--- src/rtl/irda_sir_pkg.sv ---
package irda_sir_pkg;
  localparam int unsigned DEF_OVERSAMPLE  = 16;
  localparam int unsigned DEF_PULSE_TICKS = 3;
  localparam int unsigned DEF_SYNC_STAGES = 2;
  localparam int unsigned DEF_RST_STAGES  = 2;
endpackage

--- src/rtl/irda_rst_sync.sv ---
module irda_rst_sync #(
  parameter int unsigned STAGES = irda_sir_pkg::DEF_RST_STAGES
) (
  input  logic clk,
  input  logic rst_n,
  output logic rst_sync_n
);
  logic [STAGES-1:0] chain_q;

  generate
    if (STAGES == 1) begin : g_single
      always_ff @(posedge clk or negedge rst_n) begin
        if (!rst_n) chain_q <= '0;
        else        chain_q <= 1'b1;
      end
    end else begin : g_multi
      always_ff @(posedge clk or negedge rst_n) begin
        if (!rst_n) chain_q <= '0;
        else        chain_q <= {chain_q[STAGES-2:0], 1'b1};
      end
    end
  endgenerate

  assign rst_sync_n = chain_q[STAGES-1];
endmodule

--- src/rtl/irda_sir_enc.sv ---
module irda_sir_enc #(
  parameter int unsigned OVERSAMPLE  = irda_sir_pkg::DEF_OVERSAMPLE,
  parameter int unsigned PULSE_TICKS = irda_sir_pkg::DEF_PULSE_TICKS
) (
  input  logic clk,
  input  logic rst_n,
  input  logic en,
  input  logic tick,
  input  logic txd,
  output logic pulse
);
  localparam int unsigned PH_W  = $clog2(OVERSAMPLE);
  localparam int unsigned CNT_W = $clog2(PULSE_TICKS + 1);
  localparam logic [PH_W-1:0]  PH_LAST  = PH_W'(OVERSAMPLE - 1);
  localparam logic [CNT_W-1:0] CNT_LOAD = CNT_W'(PULSE_TICKS);

  logic [PH_W-1:0]  phase_q, phase_d;
  logic [CNT_W-1:0] cnt_q, cnt_d;
  logic             last_q, last_d;
  logic             cell_start;

  // A cell opens on the start-bit edge or after a full cell of ticks
  always_comb begin
    cell_start = tick && ((last_q && !txd) || (phase_q == PH_LAST));
    phase_d    = phase_q;
    cnt_d      = cnt_q;
    last_d     = last_q;
    if (!en) begin
      phase_d = '0;
      cnt_d   = '0;
      last_d  = 1'b1;
    end else if (tick) begin
      last_d = txd;
      if (cell_start) begin
        phase_d = '0;
        cnt_d   = txd ? '0 : CNT_LOAD;
      end else begin
        phase_d = phase_q + 1'b1;
        if (cnt_q != '0) cnt_d = cnt_q - 1'b1;
      end
    end
  end

  always_ff @(posedge clk or negedge rst_n) begin
    if (!rst_n) begin
      phase_q <= '0;
      cnt_q   <= '0;
      last_q  <= 1'b1;
    end else begin
      phase_q <= phase_d;
      cnt_q   <= cnt_d;
      last_q  <= last_d;
    end
  end

  assign pulse = (cnt_q != '0);

  assert_zero_pulse_R2 : assert property (@(posedge clk) disable iff (!rst_n)
    (en && cell_start && !txd) |=> (cnt_q == CNT_LOAD && pulse));

  assert_one_dark_R3 : assert property (@(posedge clk) disable iff (!rst_n)
    (en && cell_start && txd) |=> !pulse);

  assert_tick_paced_R4 : assert property (@(posedge clk) disable iff (!rst_n)
    (en && !tick) |=> ($stable(phase_q) && $stable(cnt_q)));

  assert_off_cleared_R8 : assert property (@(posedge clk) disable iff (!rst_n)
    !en |=> (!pulse && last_q));
endmodule

--- src/rtl/irda_sir_dec.sv ---
module irda_sir_dec #(
  parameter int unsigned OVERSAMPLE  = irda_sir_pkg::DEF_OVERSAMPLE,
  parameter int unsigned SYNC_STAGES = irda_sir_pkg::DEF_SYNC_STAGES
) (
  input  logic clk,
  input  logic rst_n,
  input  logic en,
  input  logic tick,
  input  logic irrx,
  output logic rxd
);
  localparam int unsigned HOLD_W = $clog2(OVERSAMPLE + 1);
  localparam logic [HOLD_W-1:0] HOLD_LOAD = HOLD_W'(OVERSAMPLE);

  logic [SYNC_STAGES-1:0] sync_q;
  logic                   prev_q;
  logic [HOLD_W-1:0]      hold_q, hold_d;
  logic                   seen;
  logic                   rise;

  generate
    if (SYNC_STAGES == 1) begin : g_sync1
      always_ff @(posedge clk or negedge rst_n) begin
        if (!rst_n) sync_q <= '0;
        else        sync_q <= irrx;
      end
    end else begin : g_syncn
      always_ff @(posedge clk or negedge rst_n) begin
        if (!rst_n) sync_q <= '0;
        else        sync_q <= {sync_q[SYNC_STAGES-2:0], irrx};
      end
    end
  endgenerate

  assign seen = sync_q[SYNC_STAGES-1];
  assign rise = seen && !prev_q;

  always_comb begin
    hold_d = hold_q;
    if (!en)                           hold_d = '0;
    else if (rise)                     hold_d = HOLD_LOAD;
    else if (tick && (hold_q != '0))   hold_d = hold_q - 1'b1;
  end

  always_ff @(posedge clk or negedge rst_n) begin
    if (!rst_n) begin
      prev_q <= 1'b0;
      hold_q <= '0;
    end else begin
      prev_q <= seen;
      hold_q <= hold_d;
    end
  end

  assign rxd = (hold_q == '0);

  assert_rise_low_R5 : assert property (@(posedge clk) disable iff (!rst_n)
    (en && rise) |=> !rxd);

  assert_hold_paced_R6 : assert property (@(posedge clk) disable iff (!rst_n)
    (en && !rise && !tick) |=> $stable(hold_q));

  assert_off_idle_R8 : assert property (@(posedge clk) disable iff (!rst_n)
    !en |=> rxd);
endmodule

--- src/rtl/irda_sir_codec.sv ---
module irda_sir_codec #(
  parameter int unsigned OVERSAMPLE  = irda_sir_pkg::DEF_OVERSAMPLE,
  parameter int unsigned PULSE_TICKS = irda_sir_pkg::DEF_PULSE_TICKS,
  parameter int unsigned SYNC_STAGES = irda_sir_pkg::DEF_SYNC_STAGES,
  parameter int unsigned RST_STAGES  = irda_sir_pkg::DEF_RST_STAGES
) (
  input  logic clk,
  input  logic rst_n,
  input  logic tick16,
  input  logic ir_en,
  input  logic uart_txd,
  output logic irtx,
  input  logic irrx,
  output logic uart_rxd
);
  logic rst_int_n;
  logic enc_pulse;
  logic dec_rxd;

  irda_rst_sync #(.STAGES(RST_STAGES)) i_rst (
    .clk        (clk),
    .rst_n      (rst_n),
    .rst_sync_n (rst_int_n)
  );

  irda_sir_enc #(.OVERSAMPLE(OVERSAMPLE), .PULSE_TICKS(PULSE_TICKS)) i_enc (
    .clk   (clk),
    .rst_n (rst_int_n),
    .en    (ir_en),
    .tick  (tick16),
    .txd   (uart_txd),
    .pulse (enc_pulse)
  );

  irda_sir_dec #(.OVERSAMPLE(OVERSAMPLE), .SYNC_STAGES(SYNC_STAGES)) i_dec (
    .clk   (clk),
    .rst_n (rst_int_n),
    .en    (ir_en),
    .tick  (tick16),
    .irrx  (irrx),
    .rxd   (dec_rxd)
  );

  assign irtx     = ir_en ? enc_pulse : uart_txd;
  assign uart_rxd = ir_en ? dec_rxd   : irrx;

  assert_reset_quiet_R1 : assert property (@(posedge clk)
    (!rst_int_n && ir_en) |-> (!irtx && uart_rxd));
endmodule

--- config.mk ---
export PLATFORM = sky130hd
export DESIGN_NAME = irda_sir_codec
export DESIGN_NICKNAME = d
export VERILOG_FILES = /design/src/rtl/irda_sir_pkg.sv /design/src/rtl/irda_rst_sync.sv /design/src/rtl/irda_sir_enc.sv /design/src/rtl/irda_sir_dec.sv /design/src/rtl/irda_sir_codec.sv
export SDC_FILE = /design/constraint.sdc
export NUM_CORES = 1
export LEC_CHECK = 0
export BUFFER_PORTS_ARGS = -buffer_cell sky130_fd_sc_hd__buf_4
export CAP_MARGIN = 20
export CORE_AREA = 3 3 44 50
export DETAILED_ROUTE_END_ITERATION = 10
export DIE_AREA = 0 0 47 53
export PLACE_DENSITY_LB_ADDON = 0.05
export RECOVER_POWER = 50
export SLEW_MARGIN = 10
export SYNTH_ARGS = -nofsm -noshare
export SYNTH_HDL_FRONTEND = slang
export SYNTH_SLANG_ARGS = --single-unit
export TNS_END_PERCENT = 50
--- constraint.sdc ---
create_clock -name clk -period 1.5 [get_ports clk]
set_input_delay 0.15 -clock clk [delete_from_list [all_inputs] [get_ports clk]]
set_output_delay 0.15 -clock clk [all_outputs]
set_load 0.05 [all_outputs]
Yosys cells after proc, flatten, opt, wreduce, memory -nomap -nowiden:

Index checks and enable logic that the tools add are counted.
W data, S select, Z words.

* add/subtract/negate cells: 3
* multipliers: 0
* divide/modulo/power cells: 0
* magnitude comparators: 0
* equality and inequality tests: 4
* shifts and indexed selects: 0
* multiplexer cells: 15
* bitwise operators: 0
* reduce and logical (&&, ||, !) cells: 11

Operators by type and width (number)
* $mux W5: 3
* $mux W4: 3
* $mux W2: 5
* $ne A3 B1 Y1 const B: 2
* $logic_not A5 Y1: 1
* $reduce_bool A5 Y1: 1
* $sub A5 B1 Y5 const B: 1
* $add A4 B1 Y4 const B: 1
* $eq A4 B4 Y1 const B: 1
* $logic_and A1 B1 Y1: 4
* $mux W1: 4
* $logic_not A1 Y1: 2
* $ne A2 B2 Y1 const B: 1
* $reduce_and A2 Y1: 1
* $reduce_bool A2 Y1: 1
* $sub A2 B1 Y2 const B: 1
* $logic_or A1 B1 Y1: 1

* register bits: 17
* bits in latches: 0
* memory bits (writable): 0
* ROM bits: 0
* input bits: 6
* memories: 0

Logic depth before layout (Yosys ltp):

Gate-level depths: netlist of run 1.

* depth in word-level cells: 7
* depth in mapped cells: 5
* mapped depth without buffers: 5

Cells and area by module:

A second synthesis of run 1 with hierarchy kept.

* cell total of the unflattened synthesis: 77
* area total of the unflattened synthesis: 853.3 µm²

By module, submodules not included
* irda_sir_enc: times used 1, cells each 41, area an instance 406.6 µm², sequential area each 176.4 µm²
* irda_sir_dec: times used 1, cells each 31, area an instance 370.4 µm², sequential area each 200.2 µm²
* irda_rst_sync: times used 1, cells each 3, area an instance 53.8 µm², sequential area each 50.0 µm²
* irda_sir_codec: times used 1, cells each 2, area an instance 22.5 µm², sequential area each 0.0 µm²

Worst setup path after synthesis of run 1:

No wires, ideal clock.

* kind: register -> output
* start point: register i_enc.cnt_q[0]
* end point: output irtx
* data arrival time: 1.714 ns
* slack: -0.364 ns
* cell stages (with the launch flop): 4
* buffers on the path: 0
* path through: dfrtp_1 -> inv_1 -> ha_1 -> o21ai_0

* word-level cells in the longest chain between the ends: 2

Ends and longest elaborated chain
* start: declaration: RTL line irda_sir_enc.sv:18 `logic [CNT_W-1:0] cnt_q, cnt_d;`
* start signal: assignment: RTL line irda_sir_enc.sv:51 `cnt_q <= cnt_d;`
* $reduce_bool A2 Y1: RTL line irda_sir_enc.sv:56 `assign pulse = (cnt_q != '0);`
* $mux W1: RTL line irda_sir_codec.sv:44 `assign irtx = ir_en ? enc_pulse : uart_txd;`
* end: declaration: RTL line irda_sir_codec.sv:12 `output logic irtx,`

Every way passes these cells.

Worst setup path in the final report of run 1:

* start point: register i_dec.hold_q[0]
* end point: output uart_rxd

* word-level cells in the longest chain between the ends: 2

Ends and longest elaborated chain
* start: declaration: RTL line irda_sir_dec.sv:17 `logic [HOLD_W-1:0] hold_q, hold_d;`
* start signal: assignment: RTL line irda_sir_dec.sv:51 `hold_q <= hold_d;`
* $logic_not A5 Y1: RTL line irda_sir_dec.sv:55 `assign rxd = (hold_q == '0);`
* $mux W1: RTL line irda_sir_codec.sv:45 `assign uart_rxd = ir_en ? dec_rxd : irrx;`
* end: declaration: RTL line irda_sir_codec.sv:14 `output logic uart_rxd`

Every way passes these cells.

==> results.toml, run 1 <==
[status]
outcome = "finished with violations"
violations = "negative setup slack"

[synthesis]
synthArstFlopShare_pct = 100
synthesis.area_um2 = 845
synth.cells.most_frequent = "16 x dfrtp_1, 10 x nand2_1, 7 x a21oi_1, 7 x inv_1"
syn_avg_cell_area_um2 = 10.2
synth_top_area_share_pct = 47.4
yosysUniqueCellTypes = 33
synth_top_flop_cell = "dfrtp_1"
synthTopCellsByArea = "dfrtp_1 47%, ha_1 4.4%, nand2_1 4.4%"
yosysWarnings = 0
post-synth-top-area-cell = "dfrtp_1"
syn_nets = 92
synth_edf_count = 0
ys_ff_latch = 17
synth_cells = 83
post-synth-top-count-cell = "dfrtp_1"
yosysSeqAreaShare_pct = 50.5

[grt]
grt_pass1_vias = 680
grt_first_pass_wirelength_um = 3090
antenna_found_initial = 0
grt_overflow_total = 0
grt_util_all_layers_pct = 17.8
grt_start_max_net_pins = 16

[cells_and_area]
drive_gt1_share_pct = 27.5
area_growth_pct = 26.8
design_area_um2 = 1070
nets = 112
diodes = 0

[power_and_ir_drop]
switching_share_pct = 31.2
p_comb_share_pct = 32.3
p_seq_share_pct = 46.0
p_leak_uw = 0.000486
cellPowerDensity_nw_per_um2 = 1080
clkPwrFrac_pct = 21.7
power.internal_uw = 793
power_uw = 1150
ir_drop_uv = 831
switching_power_uw = 360

[routing]
drcViolationCount = 0
vias = 723
viasPerCell = 6.03
drt-pass1-iter-count = 4
routedWlPerCell_um = 15.4
ant_nets = 0
dr.first_iter.drc_count = 9
routed_wirelength_um = 1850

[place]
gp_congestion = 0.815
hpwl_um = 1190
portBuffers = 7
placed_area_um2 = 938

[floorplan]
num_io_pins = 8
fp.dieW_um = 47
start_util_pct = 47.9
fp.dieArea_um2 = 2490
die_h_um = 53
rows = 16
core_area_um2 = 1760

[worst_setup_path]
cp.required_ps = 1350
critical_path_class = "reg -> out"
arrival_ps = 1480
critPathLaunchType = "flop"
endpoint_kind = "output port"
path_max_fanout = 3

[clock_network]
cts_tree = "built"
path_clk_slew_ps = 100
cts_buffers = 3
cts_buffer_depth = 2
htree_levels = 1
cts.sinks = 17
ctsRootBufferMaster = "clkbuf_4"
insertion_delay_ps = 300

[sta]
worstMarginPinSlew_ps = 624
slew_violations = 0
min_period_ps = 1630
fin_crit_sh_pct = 109
finClkSkew_ps = 12.1
max-slew-margin-rel_pct = 58.4
hold_viol = 0
fin_ws_ps = -131
rsz0062_at_grt = "true"
max_clock_freq_mhz = 613
setup_viol_count_final = 5

[min_path]
min_path_type = "in -> reg"

[job]
drv_cap = 0
[routing by layer]
layer	vias to the layer above	GRT usage, %	routed length, um
met5	-	0	0
met4	0	9.68	45
met3	5	2.04	42
met2	14	25.1	856
met1	358	25.8	909
li1	346	-	-
[state kept, by name (all words and copies together) (netlist names)]
name           cells
i_dec.hold_q       5
i_dec.prev_q       1
i_dec.sync_q       2
i_enc.cnt_q        2
i_enc.last_q       1
i_enc.phase_q      4
i_rst.chain_q      2
[worst max-delay path, stage by stage (launching register included)]
cell and delay (ps):
dfrtp_1 410, inv_2 80, ha_4 140, nor4b_4 220, mux2_4 200, buf_8 140
[metrics by stage]
stage	worst slack (ps)	TNS, ps	util [%]	std cells	hold slack [ps]
after floorplan	9.46	0	-	83	-146
after global placement	-65.8	-65.8	53.3	110	-67.6
after detailed placement	-126	-274	53.3	110	-65.4
after CTS	-118	-253	59.8	120	50.3
after global routing	-192	-625	60.8	120	70.9
final	-131	-335	60.8	120	58.2
[power groups by stage]
stage | registers, uW | clock network [uW] | logic, uW
floorplan | 525 | 0 | 186
global placement | 531 | 0 | 263
detailed placement | 534 | 0 | 265
CTS | 530 | 252 | 344
global route | 535 | 276 | 405
finish | 530 | 250 | 372
[worst paths after layout]
check	startpoint	end	slack [ps]	depth (start not counted)
max	i_dec.hold_q[0]	uart_rxd	-130	5
min	ir_en	i_enc.last_q	60	2
max reg2reg	i_dec.hold_q[0]	i_dec.hold_q[2]	-90	6
min reg2reg	i_rst.chain_q[1]	i_enc.phase_q[0]	250	0
max in group asynchronous	i_rst.chain_q[1]	i_dec.hold_q[2]	840	0
min in group asynchronous	rst_n	i_rst.chain_q[0]	170	2
[cells by family after synthesis]
group	after synthesis	synth area share [%]
buffers and inverters	9	4.44
AND/OR/NAND/NOR	30	21.3
AO/OA/AOI/OAI	21	16.3
multiplexers	2	2.52
flip-flops	17	50.5
adder cells (fa/ha/maj)	3	4.44
other	1	0.444
[area by class of cell]
class,instances,area (um^2)
fill,147,691
timing repair buffer,17,136
tap,18,22.5
multi-input combinational,57,433
sequential,17,427
clock buffer,4,26.3
inverter,7,26.3
[cells in the final DEF, fill, tap and decap left out, types with 3 or more instances in the layout]
master     n
clkbuf_4   3
clkbuf_1   3
a31oi_1    3
dfrtp_1   16
a21oi_1    6
nand4_1    3
buf_4     11
inv_1      5
nand3_1    3
nand2_1   10
[what timing repair did]
action | CTS | global route
pin swaps | 1 | 3
endpoints found under the setup margin | 4 | 6
gates resized for setup | 9 | 6
hold buffers | 2 | 0
buffers inserted | 4 | 0
endpoints found under the hold margin | 3 | 0
No activity file was read; power rests on OpenSTA's default activity.
==> inputs of run 2 (changes only) <==
--- a/config.mk
+++ b/config.mk
@@ -10,7 +10,7 @@
 export CORE_AREA = 3 3 44 50
 export DETAILED_ROUTE_END_ITERATION = 10
 export DIE_AREA = 0 0 47 53
-export PLACE_DENSITY_LB_ADDON = 0.05
+export PLACE_DENSITY = 0.68
 export RECOVER_POWER = 50
 export SLEW_MARGIN = 10
 export SYNTH_ARGS = -nofsm -noshare
==> run 2 against run 1 <==
- the run still ends with negative setup slack left
- highest routed layer unchanged
- routed wire length grew 0.16%
- power shrank 0.42%
- global-route usage is the same
- die area is the same
- sequential power is essentially flat
- non-clock buffer count shrank 2
- critical path depth is the same
- via count shrank 2.1%
- sequential cell count is the same
==> results.toml, run 2 (same netlist as run 1, synthesis figures left out) <==
[status]
outcome = "finished with violations"
violations = "negative setup slack"

[place]
place_ws_ps = -146
portBuffers = 7
hpwl_um = 1220
gp_congestion = 0.771

[sta]
min_period_ps = 1670
hold_viol = 0
whs_ps = 44.1
finClkSkew_ps = 1.53
rsz0062_at_grt = "true"
max_clock_freq_mhz = 597
max-slew-margin-rel_pct = 59.2
fin_crit_sh_pct = 112
fin_ws_ps = -174
slew_violations = 0
setup_viol_count_final = 4
setup_tns_ps = -337
worstMarginPinSlew_ps = 613

[cells_and_area]
drive_gt1_share_pct = 30.0
layout.cells.most_common = "dfrtp_1"
diodes = 0
layout_common_cells = "16 x dfrtp_1, 10 x nand2_1, 10 x buf_4"
top_regs = "i_dec.hold_q (5), i_enc.phase_q (4)"
finish.utilization_pct = 60.7
largest_reg_flops = 5
area_growth_pct = 26.5
regMostFlops = "i_dec.hold_q"
nets = 110

[routing]
routed_wirelength_um = 1860
drt-pass1-iter-count = 5
viasPerCell = 6.00
dr.first_iter.drc_count = 8
vias = 708
drcViolationCount = 0
routedWlPerCell_um = 15.7
ant_nets = 0

[worst_setup_path]
reg2regPathDepth = 6
crit_path_start = "i_dec.hold_q[1]"
critPathLaunchType = "flop"
path_max_fanout = 2
r2r-start = "i_dec.hold_q[1]"
critical_path_class = "reg -> out"
arrival_ps = 1520
cp.required_ps = 1350
endpoint_kind = "output port"

[grt]
grt.busiest_layer = "met1"
use_met3_pct = 4.08
grt_start_max_net_pins = 16
grt_util_all_layers_pct = 17.8
use_met2_pct = 23.8
grt_overflow_total = 0
use_met1_pct = 25.2
antenna_found_initial = 0
grt_first_pass_wirelength_um = 2990
grt_pass1_vias = 654

[min_path]
min_from = "ir_en"
holdPathStages = 2
min_path_type = "in -> reg"

[floorplan]
core_area_um2 = 1760
num_io_pins = 8
start_util_pct = 47.9
rows = 16
die_h_um = 53
fp.dieArea_um2 = 2490
fp.dieW_um = 47

[clock_network]
htree_levels = 1
cts.sinks = 17
path_clk_slew_ps = 100
cts_buffers = 3
ctsRootBufferMaster = "clkbuf_4"
insertion_delay_ps = 300
cts_tree = "built"
cts_buffer_depth = 2

[power_and_ir_drop]
ir_drop_uv = 659
cellPowerDensity_nw_per_um2 = 1070
p_leak_uw = 0.000481
power_uw = 1150

[job]
drv_cap = 0
==> run 2: changes by cell type in the layout (fill, tap and decap cells not counted), sizes merged <==
cell / delta
clkbuf: -2
buf: -1
clkinvlp: +1
==> run 2: repair_timing <==
item,in CTS,in global routing
gates resized for setup,12,4
hold buffers,2,0
pin swaps,1,5
buffers inserted,1,1
cloned,0,0
setup endpoints to repair,5,6
hold endpoints to repair,3,0
==> run 2: metrics by stage <==
stage / cell area (um^2) / instances
floorplan: 845 / 83
global placement: 938 / 110
detailed placement: 938 / 110
CTS: 1050 / 117
global route: 1070 / 118
finish: 1070 / 118
==> run 2: area by class of cell <==
class	instances	area, um^2
clock buffer	3	22.5
tap	18	22.5
timing repair buffer	15	125
multi-input combinational	57	438
fill	152	693
clock inverter	1	7.51
inverter	7	26.3
sequential	17	427
==> run 2: power breakdown <==
| group | switching, uW | internal [uW] | total, uW |
|---|---|---|---|
| registers | 39.1 | 491 | 531 |
| logic | 176 | 181 | 357 |
| clock network | 159 | 102 | 261 |
| total | 374 | 774 | 1150 |
==> run 2: critical path, stage by stage, from the launching register on <==
cell and delay, ps:
dfrtp_1 420, inv_2 80, ha_4 130, nor4b_4 240
mux2_4 210, buf_8 140
==> run 2: per-layer routing <==
metal  part of all wire [%]  wire [um]  up-vias
met5                      0          0        -
met2                     48        888        9
li1                       -          -      339
met3                    2.5         46        5
met1                     47        868      355
met4                    2.9         53        0
==> run 2: final timing paths <==
check | endpoint | slack [ps]
min reg2reg | i_enc.phase_q[0] | 260
min | i_enc.last_q | 40
min in group asynchronous | i_rst.chain_q[0] | 140
max in group asynchronous | i_enc.phase_q[1] | 850
max | uart_rxd | -170
max reg2reg | i_dec.hold_q[2] | -100
==> inputs of run 3 (changes only) <==
--- a/config.mk
+++ b/config.mk
@@ -11,7 +11,7 @@
 export DETAILED_ROUTE_END_ITERATION = 10
 export DIE_AREA = 0 0 47 53
 export PLACE_DENSITY = 0.68
-export RECOVER_POWER = 50
+export RECOVER_POWER = 100
 export SLEW_MARGIN = 10
 export SYNTH_ARGS = -nofsm -noshare
 export SYNTH_HDL_FRONTEND = slang
==> run 3 against run 2 <==
- the flow still finishes with violations (negative setup slack)
- register-to-register slack about the same
- critical path depth is the same
- via count is 1.4% lower
- sequential power is essentially flat
- fmax about the same
- core utilization fell by 0.21 points
==> results.toml, run 3 (same netlist as run 1, synthesis figures left out) <==
[cells_and_area]
regMostFlops = "i_dec.hold_q"
largest_reg_flops = 5
layout_common_cells = "16 x dfrtp_1, 10 x nand2_1, 9 x buf_4"
area_growth_pct = 26.1
fin_cells = 118
top_regs = "i_dec.hold_q (5), i_enc.phase_q (4)"
nets = 110
layout.cells.most_common = "dfrtp_1"
design_area_um2 = 1060
diodes = 0
drive_gt1_share_pct = 28.0

[routing]
vias = 698
drcViolationCount = 0
ant_nets = 0
drt-pass1-iter-count = 4
routedWlPerCell_um = 15.7
viasPerCell = 5.92
routed_wirelength_um = 1850
dr.first_iter.drc_count = 1

[floorplan]
fp.dieArea_um2 = 2490
core_area_um2 = 1760
fp.dieW_um = 47
die_h_um = 53
num_io_pins = 8
rows = 16
start_util_pct = 47.9

[status]
violations = "negative setup slack"
outcome = "finished with violations"

[power_and_ir_drop]
cellPowerDensity_nw_per_um2 = 1080
clkPwrFrac_pct = 22.8
p_leak_uw = 0.000476
switching_power_uw = 374
ir_drop_uv = 657
switching_share_pct = 32.7
p_comb_share_pct = 30.9
power.internal_uw = 771
p_seq_share_pct = 46.3

[worst_setup_path]
arrival_ps = 1520
cp.required_ps = 1350
reg2regPathDepth = 6
ff2ff_setup_slack_ps = -100
path_max_fanout = 2
reg2reg_to = "i_dec.hold_q[2]"
critical_path_class = "reg -> out"
r2r-start = "i_dec.hold_q[1]"
critPathLaunchType = "flop"
endpoint_kind = "output port"

[clock_network]
path_clk_slew_ps = 100
cts_buffers = 3
ctsRootBufferMaster = "clkbuf_4"
insertion_delay_ps = 300
htree_levels = 1
cts.sinks = 17
cts_buffer_depth = 2
cts_tree = "built"

[sta]
setup_viol_count_final = 4
fin_ws_ps = -172
slew_violations = 0
rsz0062_at_grt = "true"
max_clock_freq_mhz = 598
finClkSkew_ps = 0.914
max-slew-margin-rel_pct = 59.7
worstMarginPinSlew_ps = 604
fin_crit_sh_pct = 111
hold_viol = 0
min_period_ps = 1670

[place]
gp_congestion = 0.771
hpwl_um = 1220
placed_area_um2 = 938
portBuffers = 7
placed_cells = 110

[min_path]
holdPathEnd = "i_enc.last_q"
min_from = "ir_en"
min_path_type = "in -> reg"
holdPathStages = 2

[grt]
grt_pass1_vias = 654
grt_overflow_total = 0
antenna_found_initial = 0
grt_start_max_net_pins = 16
grt_util_all_layers_pct = 17.8
grt_first_pass_wirelength_um = 2990

[job]
drv_cap = 0
run 3: changes by cell type in the layout (fill, tap and decap cells not counted):
cell | previous run | this run
clkbuf_1 | 1 | 2
o21ai_1 | 1 | 0
dfstp_2 | 1 | 0
buf_4 | 10 | 9
dfstp_1 | 0 | 1
o21ai_0 | 1 | 2
run 3: power by group through the flow:
stage	logic [uW]	clock network [uW]	registers (uW)
3_3_place_gp	261	0	532
5_1_grt	383	293	536
3_5_place_dp	267	0	534
2_1_floorplan	186	0	525
4_1_cts	331	271	530
6_report	354	261	530
run 3: through the flow:
step	setup slack [ps]	utilization (%)	hold WS [ps]	TNS, ps	total power, uW
after global routing	-250	60.4	39.4	-623	1210
final	-172	60.4	49.8	-322	1140
after floorplan	9.46	-	-146	0	710
after global placement	-70.6	53.3	-67.7	-70.6	793
after CTS	-157	59.5	37.0	-303	1130
after detailed placement	-146	53.3	-67.1	-305	801
run 3: cell type report:
| type | instances | area (um^2) |
|---|---|---|
| multi-input cells | 57 | 438 |
| clock buffers | 3 | 22.5 |
| repair buffers | 15 | 121 |
| flip-flops and latches | 17 | 427 |
| well taps | 18 | 22.5 |
| inverters | 7 | 26.3 |
| fillers | 151 | 697 |
| clock inverters | 1 | 7.51 |
run 3: worst max-delay path by stage:
| stage | from | end | slack (ps) | depth (start not counted) |
|---|---|---|---|---|
| 3_5_place_dp | i_dec.hold_q[0] | uart_rxd | -150 | 5 |
| 2_1_floorplan | i_dec.hold_q[0] | uart_rxd | 9 | 4 |
| 6_report | i_dec.hold_q[1] | uart_rxd | -170 | 5 |
| 4_1_cts | i_dec.hold_q[1] | uart_rxd | -160 | 5 |
| 5_1_grt | i_dec.hold_q[0] | uart_rxd | -250 | 5 |
| 3_3_place_gp | i_dec.hold_q[0] | uart_rxd | -70 | 5 |
run 3: what timing repair did:
action / in CTS / in global routing
hold endpoints to repair: 3 / 0
resized for setup: 12 / 4
setup endpoints to repair: 5 / 6
hold buffers: 2 / 0
setup buffers: 1 / 1
gates cloned: 0 / 0
pin swaps: 1 / 5
run 3: worst max-delay path, stage by stage, from the launching register on:
cell and delay [ps]:
dfrtp_1 410, inv_2 80, ha_4 130, nor4b_4 240, mux2_4 210, buf_8 140
run 3: per-layer routing:
metal  up-vias  GRT usage, %  part of all wire (%)
li1        338             -                     -
met1       348          25.2                    47
met2         7          23.8                    48
met3         5          4.08                   1.9
met4         0          11.1                   2.9
met5         -             0                     0
